[src/rtl/sarb_pkg.sv]
package sarb_pkg;
  // Strobes sent from the control FSM to the datapath
  typedef struct packed {
    logic loadGrant;    // capture a new winner into the grant registers
    logic commitGrant;  // held grant was accepted: advance the round-robin state
  } sarb_strobe_t;
endpackage

[src/rtl/sarb_ctrl.sv]
module sarb_ctrl
  import sarb_pkg::*;
#(
  parameter int NUM_SETS = 4,
  localparam int SET_W  = $clog2(NUM_SETS),
  localparam int SLOT_W = NUM_SETS - 1
) (
  input  logic             clk,
  input  logic             rstN,
  input  logic             anyReq,
  input  logic             heldReq,
  input  logic             grantAccept,
  output sarb_strobe_t     strobe,
  output logic             grantValid,
  output logic [SET_W-1:0] ownerSet
);

  logic              validQ;
  logic [SLOT_W-1:0] slotQ;

  // The owner of a slot is the number of trailing ones in the slot number,
  // which gives 0,1,0,2,0,1,0,3 for an 8-slot frame.
  always_comb begin
    logic stop;
    ownerSet = '0;
    stop     = 1'b0;
    for (int i = 0; i < SLOT_W; i++) begin
      if (!stop) begin
        if (slotQ[i]) ownerSet = ownerSet + 1'b1;
        else          stop     = 1'b1;
      end
    end
  end

  always_comb begin
    strobe.loadGrant   = !validQ && anyReq;
    strobe.commitGrant = validQ && grantAccept;
  end

  always_ff @(posedge clk) begin
    if (!rstN) begin
      validQ <= 1'b0;
      slotQ  <= '0;
    end else if (strobe.loadGrant) begin
      validQ <= 1'b1;
    end else if (strobe.commitGrant) begin
      validQ <= 1'b0;
      slotQ  <= slotQ + 1'b1;
    end else if (validQ && !heldReq) begin
      validQ <= 1'b0;
    end
  end

  assign grantValid = validQ;

  // no idle cycle while anything requests
  p_no_idle_r10: assert property (@(posedge clk) disable iff (!rstN)
    (!validQ && anyReq) |=> validQ);

  // an accepted grant is released on the next clock
  p_release_r6: assert property (@(posedge clk) disable iff (!rstN)
    (validQ && grantAccept) |=> !validQ);

  // the slot pointer only moves on a cycle in which a grant was held and accepted
  p_slot_hold_r2: assert property (@(posedge clk) disable iff (!rstN)
    !(validQ && grantAccept) |=> $stable(slotQ));

endmodule

[src/rtl/sarb_path.sv]
module sarb_path
  import sarb_pkg::*;
#(
  parameter int NUM_CH   = 32,
  parameter int NUM_SETS = 4,
  parameter int GROUP    = 4,
  localparam int MEMBERS = NUM_CH / NUM_SETS,
  localparam int MEM_W   = $clog2(MEMBERS),
  localparam int SET_W   = $clog2(NUM_SETS),
  localparam int IDX_W   = $clog2(NUM_CH),
  localparam int STRIDE  = GROUP * NUM_SETS
) (
  input  logic              clk,
  input  logic              rstN,
  input  logic [NUM_CH-1:0] chanReq,
  input  sarb_strobe_t      strobe,
  input  logic [SET_W-1:0]  ownerSet,
  output logic              anyReq,
  output logic              heldReq,
  output logic [IDX_W-1:0]  grantIdx
);

  // Map (set, member) to a channel number
  function automatic logic [IDX_W-1:0] chanOf(input logic [SET_W-1:0] s,
                                               input logic [MEM_W-1:0] m);
    return IDX_W'((int'(m) / GROUP) * STRIDE + int'(s) * GROUP + int'(m) % GROUP);
  endfunction

  logic [MEMBERS-1:0] setReq  [NUM_SETS];
  logic [MEM_W-1:0]   pickMem [NUM_SETS];
  logic [NUM_SETS-1:0] setAny;
  logic [MEM_W-1:0]   rrPtr   [NUM_SETS];
  logic [SET_W-1:0]   selSet;
  logic [IDX_W-1:0]   grantIdxQ;
  logic [SET_W-1:0]   grantSetQ;
  logic [MEM_W-1:0]   grantMemQ;

  for (genvar s = 0; s < NUM_SETS; s++) begin : g_set
    for (genvar m = 0; m < MEMBERS; m++) begin : g_mem
      assign setReq[s][m] = chanReq[(m / GROUP) * STRIDE + s * GROUP + m % GROUP];
    end
    assign setAny[s] = |setReq[s];

    // Rotating search starting at this set's pointer
    logic [MEM_W-1:0] pick;
    always_comb begin
      logic             found;
      logic [MEM_W-1:0] cand;
      pick  = '0;
      found = 1'b0;
      for (int k = 0; k < MEMBERS; k++) begin
        cand = rrPtr[s] + MEM_W'(k);
        if (!found && setReq[s][cand]) begin
          pick  = cand;
          found = 1'b1;
        end
      end
    end
    assign pickMem[s] = pick;
  end

  // Slot owner first, otherwise the lowest-numbered requesting set
  always_comb begin
    selSet = ownerSet;
    if (!setAny[ownerSet]) begin
      for (int s = NUM_SETS - 1; s >= 0; s--) begin
        if (setAny[s]) selSet = SET_W'(s);
      end
    end
  end

  always_ff @(posedge clk) begin
    if (!rstN) begin
      grantIdxQ <= '0;
      grantSetQ <= '0;
      grantMemQ <= '0;
      for (int s = 0; s < NUM_SETS; s++) rrPtr[s] <= '0;
    end else begin
      if (strobe.loadGrant) begin
        grantIdxQ <= chanOf(selSet, pickMem[selSet]);
        grantSetQ <= selSet;
        grantMemQ <= pickMem[selSet];
      end
      if (strobe.commitGrant) begin
        rrPtr[grantSetQ] <= grantMemQ + 1'b1;
      end
    end
  end

  assign anyReq   = |chanReq;
  assign heldReq  = chanReq[grantIdxQ];
  assign grantIdx = grantIdxQ;

  // the slot owner wins whenever it requests
  p_owner_first_r3: assert property (@(posedge clk) disable iff (!rstN)
    (strobe.loadGrant && setAny[ownerSet]) |=> grantSetQ == $past(ownerSet));

  // on fallback, no lower-numbered set was requesting
  p_fallback_low_r3: assert property (@(posedge clk) disable iff (!rstN)
    (strobe.loadGrant && !setAny[ownerSet]) |=>
      (($past(setAny) & ((NUM_SETS'(1) << grantSetQ) - NUM_SETS'(1))) == '0));

  // the winning set actually had a request
  p_set_req_r4: assert property (@(posedge clk) disable iff (!rstN)
    strobe.loadGrant |=> $past(setAny[selSet]));

endmodule

[src/rtl/slot_set_arbiter.sv]
module slot_set_arbiter
  import sarb_pkg::*;
#(
  parameter int NUM_CH   = 32,
  parameter int NUM_SETS = 4,
  parameter int GROUP    = 4,
  localparam int IDX_W   = $clog2(NUM_CH),
  localparam int SET_W   = $clog2(NUM_SETS)
) (
  input  logic              clk,
  input  logic              rstN,
  input  logic [NUM_CH-1:0] chanReq,
  input  logic              grantAccept,
  output logic [NUM_CH-1:0] grantVec,
  output logic [IDX_W-1:0]  grantIdx,
  output logic              grantValid
);

  sarb_strobe_t     strobe;
  logic             anyReq;
  logic             heldReq;
  logic [SET_W-1:0] ownerSet;

  sarb_ctrl #(.NUM_SETS(NUM_SETS)) ctrl_i (
    .clk(clk), .rstN(rstN), .anyReq(anyReq), .heldReq(heldReq),
    .grantAccept(grantAccept), .strobe(strobe), .grantValid(grantValid),
    .ownerSet(ownerSet)
  );

  sarb_path #(.NUM_CH(NUM_CH), .NUM_SETS(NUM_SETS), .GROUP(GROUP)) path_i (
    .clk(clk), .rstN(rstN), .chanReq(chanReq), .strobe(strobe),
    .ownerSet(ownerSet), .anyReq(anyReq), .heldReq(heldReq), .grantIdx(grantIdx)
  );

  always_comb begin
    grantVec = '0;
    if (grantValid) grantVec[grantIdx] = 1'b1;
  end

  // one-hot grant that matches the valid flag
  p_onehot_r9: assert property (@(posedge clk) disable iff (!rstN)
    $onehot0(grantVec) && ((grantVec != '0) == grantValid));

  // a held grant keeps its channel while the request stays up
  p_hold_r5: assert property (@(posedge clk) disable iff (!rstN)
    (grantValid && !grantAccept && chanReq[grantIdx]) |=> grantValid && $stable(grantIdx));

  // a withdrawn request loses the grant on the next clock
  p_drop_r7: assert property (@(posedge clk) disable iff (!rstN)
    (grantValid && !grantAccept && !chanReq[grantIdx]) |=> !grantValid);

  // a newly raised grant points at a channel that was requesting
  p_grant_req_r1: assert property (@(posedge clk) disable iff (!rstN)
    $rose(grantValid) |-> (($past(chanReq) & grantVec) != '0));

endmodule

[config.mk]
export PLATFORM = sky130hd
export DESIGN_NAME = slot_set_arbiter
export DESIGN_NICKNAME = d
export VERILOG_FILES = /design/src/rtl/sarb_pkg.sv /design/src/rtl/sarb_ctrl.sv /design/src/rtl/sarb_path.sv /design/src/rtl/slot_set_arbiter.sv
export SDC_FILE = /design/constraint.sdc
export NUM_CORES = 1
export LEC_CHECK = 0
export ABC_AREA = 1
export ABC_CLOCK_PERIOD_IN_PS = 3170
export BUFFER_PORTS_ARGS = -buffer_cell sky130_fd_sc_hd__buf_2
export CORE_ASPECT_RATIO = 1.75
export CORE_MARGIN = 10
export CORE_UTILIZATION = 59
export DETAILED_ROUTE_END_ITERATION = 6
export GPL_ROUTABILITY_DRIVEN = 0
export GPL_TIMING_DRIVEN = 0
export PLACE_DENSITY = 0.9
export SYNTH_ARGS = -nofsm -noshare
export SYNTH_HDL_FRONTEND = slang
export SYNTH_SLANG_ARGS = --single-unit
[constraint.sdc]
create_clock -name clk -period 3.17 [get_ports clk]
set_input_delay 0 -clock clk [delete_from_list [all_inputs] [get_ports clk]]
set_output_delay 0 -clock clk [all_outputs]
set_load 0.1 [all_outputs]
Yosys cells after proc, flatten, opt, wreduce, memory -nomap -nowiden:

Memory sizes are Yosys's and may differ from the RTL's.
Index checks and enable logic that the tools add are counted.

* memory bits (writable): 12
* input port bits: 35
* ROM bits: 0
* bits in registers: 14
* memories: 1
* output and inout port bits: 38
* latch bits: 0
* word-level logic and storage cells: 305

* multipliers: 0
* div/mod/pow operators: 0
* add/subtract/negate cells: 34
* shift operators: 0
* reduce and logical (&&, ||, !) cells: 70
* mux-type cells: 157
* bitwise gates (word level): 2
* $lt $le $gt $ge: 36
* equality and inequality tests: 0

Memories
* path_i.rrPtr: words 4, bits a word 3, rd ports 4, clocked after memory_dff 0, write ports 4, RTL line sarb_path.sv:32 `logic [MEM_W-1:0] rrPtr [NUM_SETS];`

Operators with widths (number)
* 3-bit by 4-bit < comparator with 1-bit output (second input constant): 32
* 3-bit two-way mux: 35
* 1-bit binary-select mux with 3-bit select: 32
* 1-bit two-way mux: 75
* 3-bit adder (second input constant): 16
* 1-bit logical AND: 32
* 32-bit two-way mux: 1
* 32-bit OR reduction: 1
* 8-bit OR reduction: 4
* 1-bit zero test: 30
* 3-bit by 2-bit adder with 3-bit output (second input constant): 8
* 2-bit two-way mux: 10
* 3-bit by 1-bit adder with 3-bit output (second input constant): 6
* 3-bit binary-select mux with 2-bit select: 1
* 5-bit by 6-bit < comparator with 1-bit output (second input constant): 1
* 5-bit by 3-bit adder with 5-bit output: 1
* 5-bit by 4-bit adder with 5-bit output: 1
* 1-bit binary-select mux with 5-bit select: 1
* 1-bit demux with 5-bit select: 1
* 5-bit by 1-bit greater-or-equal comparator with 1-bit output (second input constant): 1
* 2-bit by 1-bit adder with 2-bit output (second input constant): 2
* 3-bit greater-or-equal comparator (second input constant): 1
* 2-bit by 3-bit < comparator with 1-bit output (second input constant): 1
* 2-bit inverter with 3-bit output: 1
* 5 further kinds: 5

Depth between registers and ports, before layout:

Gate-level depths: netlist of the first run.
An unclocked memory read counts as a cell.

* word-level depth: 30
* mapped depth: 21

Modules after synthesis:

Synthesis of the first run repeated with hierarchy kept, for this count alone.

* cells, all modules: 785
* area total of the unflattened synthesis: 4588.2 µm²

Modules (own cells, without submodules)
* sarb_path: area each 4149.0 µm², instances 1, sequential area each 460.4 µm², cells an instance 701
* sarb_ctrl: area each 239.0 µm², instances 1, sequential area each 80.1 µm², cells an instance 34
* slot_set_arbiter: area each 200.2 µm², instances 1, sequential area each 0.0 µm², cells an instance 50

Worst setup path before layout of the first run:

OpenSTA, ideal clock, no wires.

* path type: flip-flop to output port
* start point: register path_i.grantIdxQ[4], in the netlist path_i.grantIdx[4]
* end point: output grantVec[16]
* cell stages (with the launch flop): 5
* buffers on the path: 0
* path slack: 0.115 ns
* arrival time: 3.055 ns
* path through: dfxtp_1 clkinv_1 nor3_1 inv_1 nor2_1

* word-level cells in the longest chain between the ends: 5
* elaborated cells on any way between the ends: 6
* classes of those cells: order compare (2); mux (3); reduce/logical (1)

RTL lines
* start: declaration: RTL line sarb_path.sv:34 `logic [IDX_W-1:0] grantIdxQ;`
* start signal: assignment: RTL line sarb_path.sv:80 `grantIdxQ <= chanOf(selSet, pickMem[selSet]);`
* 5-bit by 6-bit < comparator with 1-bit output (implied by the code) or 5-bit by 1-bit greater-or-equal comparator with 1-bit output (tied branches): RTL line slot_set_arbiter.sv:37 `if (grantValid) grantVec[grantIdx] = 1'b1;`
* 1-bit logical AND (implied by the code): RTL line slot_set_arbiter.sv:37
* 1-bit two-way mux (implied by the code): RTL line slot_set_arbiter.sv:37
* 1-bit demux with 5-bit select (*): RTL line slot_set_arbiter.sv:37
* 32-bit two-way mux (*): RTL line slot_set_arbiter.sv:37
* end: declaration: RTL line slot_set_arbiter.sv:14 `output logic [NUM_CH-1:0] grantVec,`

Mark *: on every way between the ends. The rest lies on a longest branch, timed or not.

==> flow_summary.yaml, run 1 <==
outcome:
  status: "finished, violations left"
  violations: "DRC"
clock_tree:
  htree_levels: 1
  numCtsBuffers: 3
  hold_buffers: 0
  cts_resized: 0
  cts_num_sinks: 21
  clk_latency_ns: 0.26
  cts.clk_slew.worst_paths_ns: 0.06
  cts_tree: "done"
  cts_buffer_depth: 2
  postCtsSetupBuffers: 0
  cts_root_buf: "clkbuf_16"
synthesis:
  synth_area_per_cell_um2: 5.85
  synth_compound_area_share_pct: 10.5
  syn-instance-count: 789
  yosysWarningCount: 0
  synth_top_area_cell: "nand2_1"
  ys_async_sr_fraction_pct: 0
  synth-edff-count: 12
  synth.mux.area_fraction_pct: 0
  ys_types: 43
  synth-xor-area-share_pct: 4.88
  synthTopCellsByArea: "nand2_1, nor2_1, nand3_1"
  synth_top_flop_cell: "edfxtp_1"
  yosys_register_bits: 21
  ys_seq_area_share_pct: 11.7
  synth-adder-area-share_pct: 4.07
  yosys.area.top_type_share_pct: 17.7
  synth_top_family_by_area: "simple AND/OR/NAND/NOR gates"
  syn_nets: 839
  yosys.area_share.simple_pct: 58.3
  syn-cell-area_mm2: 0.00462
floorplanning:
  rows: 42
  floorplan.initialDensity_pct: 60.6
  coreArea_mm2: 0.00762
  die_w_um: 86.9
  pin_count: 73
  die_y_um: 137
  dieArea_mm2: 0.0119
cells_and_area:
  antenna_cells: 0
  layout.cells.non_filler: 952
  layout_commonest_cell: "nand2_1"
  final_cell_mix: "nand2_1, nor2_1, nand3_1"
  area_growth_pct: 11.8
  final_area_mm2: 0.00516
  fin_nets: 915
  drive_above_1_share_pct: 23.7
  fin_util_pct: 67.8
timing:
  rsz0062_at_grt: "false"
  maxSlewViolCount: 0
  fmax_mhz: 354
  relSlewSlack_pct: 54.7
  finalHoldViolations: 0
  period_minus_slack_ns: 2.82
  worst_pin_slew_ns: 0.675
  clock_skew_ns: 0.000812
  final-setup-viol-count: 0
  fin_tns_setup_ns: 0
  finalCritPeriodShare_pct: 89.0
  hold-worst-slack_ns: 0.0316
  setup_ws_ns: 0.347
route:
  dr.pass1.iters: 7
  antenna_left: 0
  num_vias: 5681
  routed_wl_um: 14900
  drtIter0Drc: 432
  drc: 7
  wl_per_cell_um: 15.6
  vias_per_cell: 5.97
run:
  max_cap_violations: 0
setup_path:
  cp.arrival_ns: 2.99
  crit_type: "register to register"
  cp_common_cell: "nand2_1"
  crit_fanout: 9
  crit_chain: "buf_6 -> inv_2 -> ha_1 -> inv_2 -> nand3_1 -> nand2_1 -> nor2_1 -> nor2_4 -> nand4_4 -> nor2_4 -> nand2_2 -> o21ai_1 -> inv_1 -> nand2_1 -> nand2_1 -> nand2_1 -> nand3_1 -> nand2_1 -> inv_1"
  cp.required_ns: 3.33
  max_stage_delay_ns: 0.41
  critPathSlowestCell: "edfxtp_1"
  worst_setup_path_start_kind: "register"
  endpoint_kind: "register"
placed_design:
  detailed_place_hpwl_um: 12200
  pre_cts_slack_ns: 0.421
  placed_area_mm2: 0.00508
  io_buffers: 71
  place_inst: 948
global_routing:
  grt_max_degree: 13
  grt_pass1_wl_um: 24000
  grt-ovfl-total: 0
  grt_use_total_pct: 23.7
  antenna_found_initial: 0
  grt_pass1_vias: 5487
pwr:
  peakVddDrop_mv: 0.323
  power.density_mw_per_mm2: 324
  power.leakage_nw: 2.67
  power_mw: 1.67
min_path:
  hold_class: "input pin to register"
synthesized netlist by cell type (10+ instances only):
cell / instances
o22ai_1: 11
nand4_1: 13
nand2_1: 218
edfxtp_1: 12
inv_1: 68
nor2_1: 140
inv_2: 15
nand3_1: 91
nand2_2: 32
o21ai_0: 29
nand3_2: 28
o21ai_1: 10
ha_1: 15
path summary, 6_finish.rpt:
check	endpoint	from	slack [ns]	depth (start not counted)
max	path_i.grantMemQ[1]	path_i.rrPtr[2][1]	0.35	19
min	ctrl_i.grantValid	grantAccept	0.03	4
max reg2reg	path_i.grantMemQ[1]	path_i.rrPtr[2][1]	0.35	19
min reg2reg	ctrl_i.slotQ[2]	ctrl_i.slotQ[2]	0.54	1
final cells by class:
| type | count | area (um2) |
|---|---|---|
| Clock buffer | 3 | 75.1 |
| Fill cell | 707 | 2460 |
| Buffer | 17 | 140 |
| Timing Repair Buffer | 71 | 355 |
| Multi-Input combinational cell | 663 | 3590 |
| Clock inverter | 1 | 5.00 |
| Tap cell | 88 | 110 |
| Inverter | 88 | 348 |
| Sequential cell | 21 | 541 |
layer usage:
metal	GRT usage, %	routed length (um)	up-vias
li1	-	-	2725
met1	23.5	5010	2560
met2	44.4	8060	300
met3	2.20	862	96
met4	16.1	947	0
met5	0	0	-
state kept, by name, summed over array words and instances, names as in the netlist:
register,count
ctrl_i.slotQ,3
path_i.grantMemQ,2
ctrl_i.grantValid,1
path_i.grantIdx,2
path_i.grantSetQ,1
path_i.rrPtr,12
worst max-delay path: cells and delay by family (launching register included):
| kind | cells | cell delay (ns) |
|---|---|---|
| and+or+nand+nor | 12 | 1.25 |
| buffers and inverters | 5 | 0.57 |
| DFF | 1 | 0.41 |
| adders and majority gates | 1 | 0.35 |
| AOI/OAI and AO/OA | 1 | 0.15 |
logic make-up after synthesis:
kind of cell / count (synthesis)
AND/OR/NAND/NOR: 551
flip-flops: 21
buffers and inverters: 105
XOR/XNOR: 18
AO/OA/AOI/OAI: 79
adder cells (fa/ha/maj): 15
power by group:
| group | switching, mW | internal (mW) | leakage (nW) |
|---|---|---|---|
| Combinational | 0.765 | 0.299 | 2.43 |
| Sequential | 0.0236 | 0.308 | 0.198 |
| Clock | 0.108 | 0.170 | 0.0409 |
(Power assumes the default switching activity.)
==> run 2, diff against run 1 <==
--- a/config.mk
+++ b/config.mk
@@ -10,11 +10,12 @@
 export BUFFER_PORTS_ARGS = -buffer_cell sky130_fd_sc_hd__buf_2
 export CORE_ASPECT_RATIO = 1.75
 export CORE_MARGIN = 10
-export CORE_UTILIZATION = 59
+export CORE_UTILIZATION = 56
 export DETAILED_ROUTE_END_ITERATION = 6
 export GPL_ROUTABILITY_DRIVEN = 0
 export GPL_TIMING_DRIVEN = 0
-export PLACE_DENSITY = 0.9
+export PLACE_DENSITY = 0.86
 export SYNTH_ARGS = -nofsm -noshare
 export SYNTH_HDL_FRONTEND = slang
 export SYNTH_SLANG_ARGS = --single-unit
+export TNS_END_PERCENT = 20
==> run 2 against run 1 <==
Net effect: power fell by 0.95%; clock skew up 0.0048 ns; the flow still finishes with violations (DRC); cell count grew 0.21%; clock-buffer cell count did not move; largest cell class unchanged; critical path depth did not move; critical endpoint is now path_i.grantIdx[4]; sequential share of layout area about the same; wire length shrank 2.8%.
==> flow_summary.yaml, run 2 (synthesis results as in run 1) <==
run:
  max_cap_violations: 0
timing:
  final-setup-viol-count: 0
  fin_tns_setup_ns: 0
  finalHoldViolations: 0
  maxSlewViolCount: 0
  relSlewSlack_pct: 58.3
  rsz0062_at_grt: "false"
  finalCritPeriodShare_pct: 87.8
  hold-worst-slack_ns: 0.0584
  clock_skew_ns: 0.00558
  worst_pin_slew_ns: 0.622
  period_minus_slack_ns: 2.78
  fmax_mhz: 359
setup_path:
  cp.arrival_ns: 2.94
  crit_fanout: 10
  crit_type: "register to register"
  endpoint_kind: "register"
  cp-startpoint: "path_i.rrPtr[1][0]"
  cp.required_ns: 3.32
  timing.rr.start: "path_i.rrPtr[1][0]"
  worst_setup_path_start_kind: "register"
clock_tree:
  postCtsSetupBuffers: 0
  htree_levels: 1
  cts_resized: 0
  clk_latency_ns: 0.26
  hold_buffers: 0
  numCtsBuffers: 3
  cts_tree: "done"
  cts.clk_slew.worst_paths_ns: 0.06
  cts_buffer_depth: 2
  cts_root_buf: "clkbuf_16"
  cts_num_sinks: 21
global_routing:
  antenna_found_initial: 0
  grt_use_total_pct: 23.1
  grt_pass1_wl_um: 24300
  grt_max_degree: 13
  grt-ovfl-total: 0
  grt_pass1_vias: 5587
cells_and_area:
  nFillCells: 729
  ff_latch_area_um2: 541
  top_regs: "path_i.rrPtr: 12 flops, ctrl_i.slotQ: 3 flops"
  multi_input_area_mm2: 0.00359
  area_growth_pct: 11.9
  layout_commonest_cell: "nand2_1"
  antenna_cells: 0
  fin_nets: 915
  final_cell_mix: "nand2_1, nor2_1, nand3_1"
  drive_above_1_share_pct: 23.7
  largest_reg_flops: 12
  largest-register: "path_i.rrPtr"
route:
  routed_wl_um: 14500
  num_vias: 5570
  dr.pass1.iters: 7
  vias_per_cell: 5.84
  drc: 2
  antenna_left: 0
  drtIter0Drc: 399
  wl_per_cell_um: 15.2
pwr:
  power.density_mw_per_mm2: 321
  peakVddDrop_mv: 0.316
  power.leakage_nw: 2.67
floorplanning:
  dieArea_mm2: 0.0124
  floorplan.initialDensity_pct: 58.0
  die_y_um: 140
  rows: 43
  die_w_um: 88.6
  coreArea_mm2: 0.00796
  pin_count: 73
outcome:
  status: "finished, violations left"
  violations: "DRC"
placed_design:
  detailed_place_hpwl_um: 11900
  io_buffers: 71
min_path:
  hold_start: "rstN"
  hold_class: "input pin to register"
## run 2: cell counts in the layout (fill, tap and decap cells not counted)
No cell type changed its count.
## run 2: worst paths after layout
| kind | slack, ns | endpoint | cells after the start |
|---|---|---|---|
| min | 0.06 | path_i.grantMemQ[0] | 3 |
| max | 0.39 | path_i.grantIdx[4] | 19 |
| min reg2reg | 0.54 | ctrl_i.slotQ[2] | 1 |
| max reg2reg | 0.39 | path_i.grantIdx[4] | 19 |
## run 2: through the flow
stage                     util [%]  setup WS [ns]  power, mW  cells  instance area [um2]
after floorplan                  -          0.115       1.13    789                 4620
after global placement        63.9          0.524       1.34    950                 5080
after detailed placement      63.9          0.461       1.37    950                 5080
after CTS                     64.9          0.417       1.64    954                 5160
after global routing          64.9          0.190       1.77    954                 5160
final                         64.9          0.387       1.66    954                 5160
## run 2: critical path, cell delays in order (launching register included)
cell and delay [ns]:
edfxtp_1 0.41, buf_6 0.17, inv_6 0.11, ha_1 0.34, inv_2 0.18, nand3_1 0.10, nand2_1 0.11, nor2_1 0.06
nor2_2 0.22, nand4_4 0.16, nor2_4 0.14, nand2_2 0.08, o21ai_1 0.12, inv_1 0.05, nand2_1 0.06, nand2_1 0.09
nand2_1 0.09, nand3_1 0.08, nand2_1 0.06, inv_1 0.03
## run 2: metal layers
| metal | part of all wire (%) | GRT usage, % | vias to the layer above | wire [um] |
|---|---|---|---|---|
| li1 | - | - | 2714 | - |
| met1 | 35 | 23.7 | 2521 | 5110 |
| met2 | 53 | 42.0 | 262 | 7720 |
| met3 | 6.3 | 3.66 | 73 | 908 |
| met4 | 4.9 | 13.3 | 0 | 708 |
| met5 | 0 | 0 | - | 0 |
## run 2: area by class of cell
cell class,count,area share [%]
Clock buffer,3,1.45
Buffer,17,2.71
Tap cell,90,2.18
Clock inverter,1,0.0969
Timing Repair Buffer,71,6.88
Multi-Input combinational cell,663,69.5
Sequential cell,21,10.5
Inverter,88,6.73
## run 2: where the power goes
| part | internal (mW) | switching [mW] | total (mW) | leakage [nW] |
|---|---|---|---|---|
| combinational | 0.299 | 0.756 | 1.05 | 2.43 |
| sequential | 0.308 | 0.0253 | 0.333 | 0.198 |
| clock | 0.170 | 0.0998 | 0.269 | 0.0409 |
| total | 0.776 | 0.881 | 1.66 | 2.67 |
==> run 3, diff against run 2 <==
--- a/config.mk
+++ b/config.mk
@@ -15,6 +15,7 @@
 export GPL_ROUTABILITY_DRIVEN = 0
 export GPL_TIMING_DRIVEN = 0
 export PLACE_DENSITY = 0.86
+export REMOVE_ABC_BUFFERS = 1
 export SYNTH_ARGS = -nofsm -noshare
 export SYNTH_HDL_FRONTEND = slang
 export SYNTH_SLANG_ARGS = --single-unit
==> run 3 against run 2 <==
Net effect: the flow still finishes with violations (DRC); critical path depth down 1; clock-buffer cell count up 1; hold slack better by 0.016 ns; final area down 2.6%; utilization down 1.7 points; via count down 1.7%; sequential power up 13%; power down 2.5%; non-clock buffer count down 16; critical endpoint unchanged; die area unchanged; clock power down 2%; fmax down 4.5%.
==> flow_summary.yaml, run 3 (synthesis results as in run 1) <==
setup_path:
  crit_buf_inv: 4
  crit_chain: "inv_2 -> ha_1 -> inv_2 -> nand3_2 -> nand3_2 -> nand2_2 -> nor2_8 -> nand4_4 -> nor2_4 -> nand2_2 -> o21ai_1 -> inv_1 -> nand2_1 -> nand2_1 -> nand2_1 -> nand3_1 -> nand2_1 -> inv_1"
  endpoint_kind: "register"
  r2r_cells: 18
  crit_family: "simple AND/OR/NAND/NOR gates"
  critPathSlowestCell: "edfxtp_1"
  cp_common_cell: "nand2_1"
  r2r_end: "path_i.grantIdx[4]"
  timing.rr.start: "path_i.rrPtr[2][1]"
  cp.arrival_ns: 3.06
  crit_fanout: 10
  cp.required_ns: 3.32
  crit_type: "register to register"
  max_stage_delay_ns: 0.64
  worst_setup_path_start_kind: "register"
  rrSetupSlack_ns: 0.26
timing:
  worst_pin_slew_ns: 0.901
  fmax_mhz: 343
  finalCritPeriodShare_pct: 91.9
  final-setup-viol-count: 0
  clock_skew_ns: 0.00597
  rsz0062_at_grt: "false"
  fin_tns_setup_ns: 0
  relSlewSlack_pct: 39.9
  finalHoldViolations: 0
  period_minus_slack_ns: 2.91
  maxSlewViolCount: 0
  hold-worst-slack_ns: 0.0745
floorplanning:
  pin_count: 73
  die_y_um: 140
  dieArea_mm2: 0.0124
  floorplan.initialDensity_pct: 58.0
  rows: 43
  die_w_um: 88.6
  coreArea_mm2: 0.00796
route:
  num_vias: 5474
  drtIter0Drc: 342
  routed_wl_um: 13900
  drc: 1
  vias_per_cell: 5.84
  dr.pass1.iters: 7
  antenna_left: 0
  wl_per_cell_um: 14.8
clock_tree:
  cts.clk_slew.worst_paths_ns: 0.06
  htree_levels: 1
  numCtsBuffers: 3
  hold_buffers: 0
  postCtsSetupBuffers: 0
  cts_resized: 0
  cts_buffer_depth: 2
  cts_tree: "done"
  cts_num_sinks: 21
  cts_root_buf: "clkbuf_16"
  clk_latency_ns: 0.25
pwr:
  seq_power_share_pct: 23.2
  switching_share_pct: 52.8
  combPwrFrac_pct: 60.4
  power.density_mw_per_mm2: 321
  power.leakage_nw: 2.60
  internal-power_mw: 0.762
  pwr-share-clk_pct: 16.3
  power_switching_mw: 0.854
  power_mw: 1.62
  peakVddDrop_mv: 0.266
placed_design:
  placed_area_mm2: 0.00495
  io_buffers: 72
  place_inst: 934
  detailed_place_hpwl_um: 11500
cells_and_area:
  top_regs: "path_i.rrPtr: 12 flops, ctrl_i.slotQ: 3 flops"
  area_growth_pct: 8.92
  layout.cells.non_filler: 938
  antenna_cells: 0
  final_cell_mix: "nand2_1, nor2_1, nand3_1"
  layout_commonest_cell: "nand2_1"
  largest_reg_flops: 12
  drive_above_1_share_pct: 22.6
  final_area_mm2: 0.00503
  largest-register: "path_i.rrPtr"
  fin_nets: 899
min_path:
  whs_endpoint: "ctrl_i.grantValid"
  holdPathStages: 4
  hold_start: "grantAccept"
  hold_class: "input pin to register"
outcome:
  status: "finished, violations left"
  violations: "DRC"
global_routing:
  grt_use_total_pct: 21.3
  grt-ovfl-total: 0
  grt_max_degree: 26
  antenna_found_initial: 0
  grt_pass1_vias: 5073
  grt_pass1_wl_um: 22500
run:
  max_cap_violations: 0
[run 3: stage by stage]
stage	setup WS, ns	utilization (%)
floorplan	0.0463	-
global placement	0.402	62.2
detailed placement	0.319	62.2
CTS	0.307	63.2
global route	0.0277	63.2
finish	0.257	63.2
[run 3: metal layers]
metal / GRT usage (%) / vias up / routed length (um)
met5: 0 / - / 0
met4: 9.07 / 0 / 525
met3: 2.09 / 46 / 765
met2: 39.9 / 233 / 7560
met1: 22.8 / 2506 / 5060
li1: - / 2689 / -
[run 3: power by group through the flow]
stage	logic, mW	registers [mW]	clock network, mW
2_1_floorplan	0.683	0.425	0
3_3_place_gp	0.930	0.377	0
6_report	0.977	0.375	0.264
5_1_grt	1.07	0.380	0.270
4_1_cts	0.965	0.374	0.261
3_5_place_dp	0.962	0.379	0
[run 3: cell type report]
class                      instances  area, um2
tap                               90        113
clock buffer                       4       78.8
inverter                          88        348
multi-input combinational        663       3590
timing repair buffer              72        360
fill                             746       2930
sequential                        21        541
[run 3: how the worst max path moves through the flow]
stage | to | cells after the start | slack [ns] | startpoint
3_5_place_dp | path_i.grantMemQ[1] | 18 | 0.32 | path_i.rrPtr[2][0]
3_3_place_gp | path_i.grantMemQ[1] | 18 | 0.40 | path_i.rrPtr[2][0]
2_1_floorplan | grantVec[11] | 3 | 0.05 | path_i.grantMemQ[0]
5_1_grt | path_i.grantMemQ[1] | 18 | 0.03 | path_i.rrPtr[0][1]
4_1_cts | path_i.grantMemQ[1] | 18 | 0.31 | path_i.rrPtr[2][0]
6_report | path_i.grantIdx[4] | 18 | 0.26 | path_i.rrPtr[2][1]
[run 3: tightest hold or removal path: cells and delay by family]
family / cells / cell delay (ns)
buf+inv: 1 / 0.11
compound gates: 2 / 0.12
simple gates: 1 / 0.05
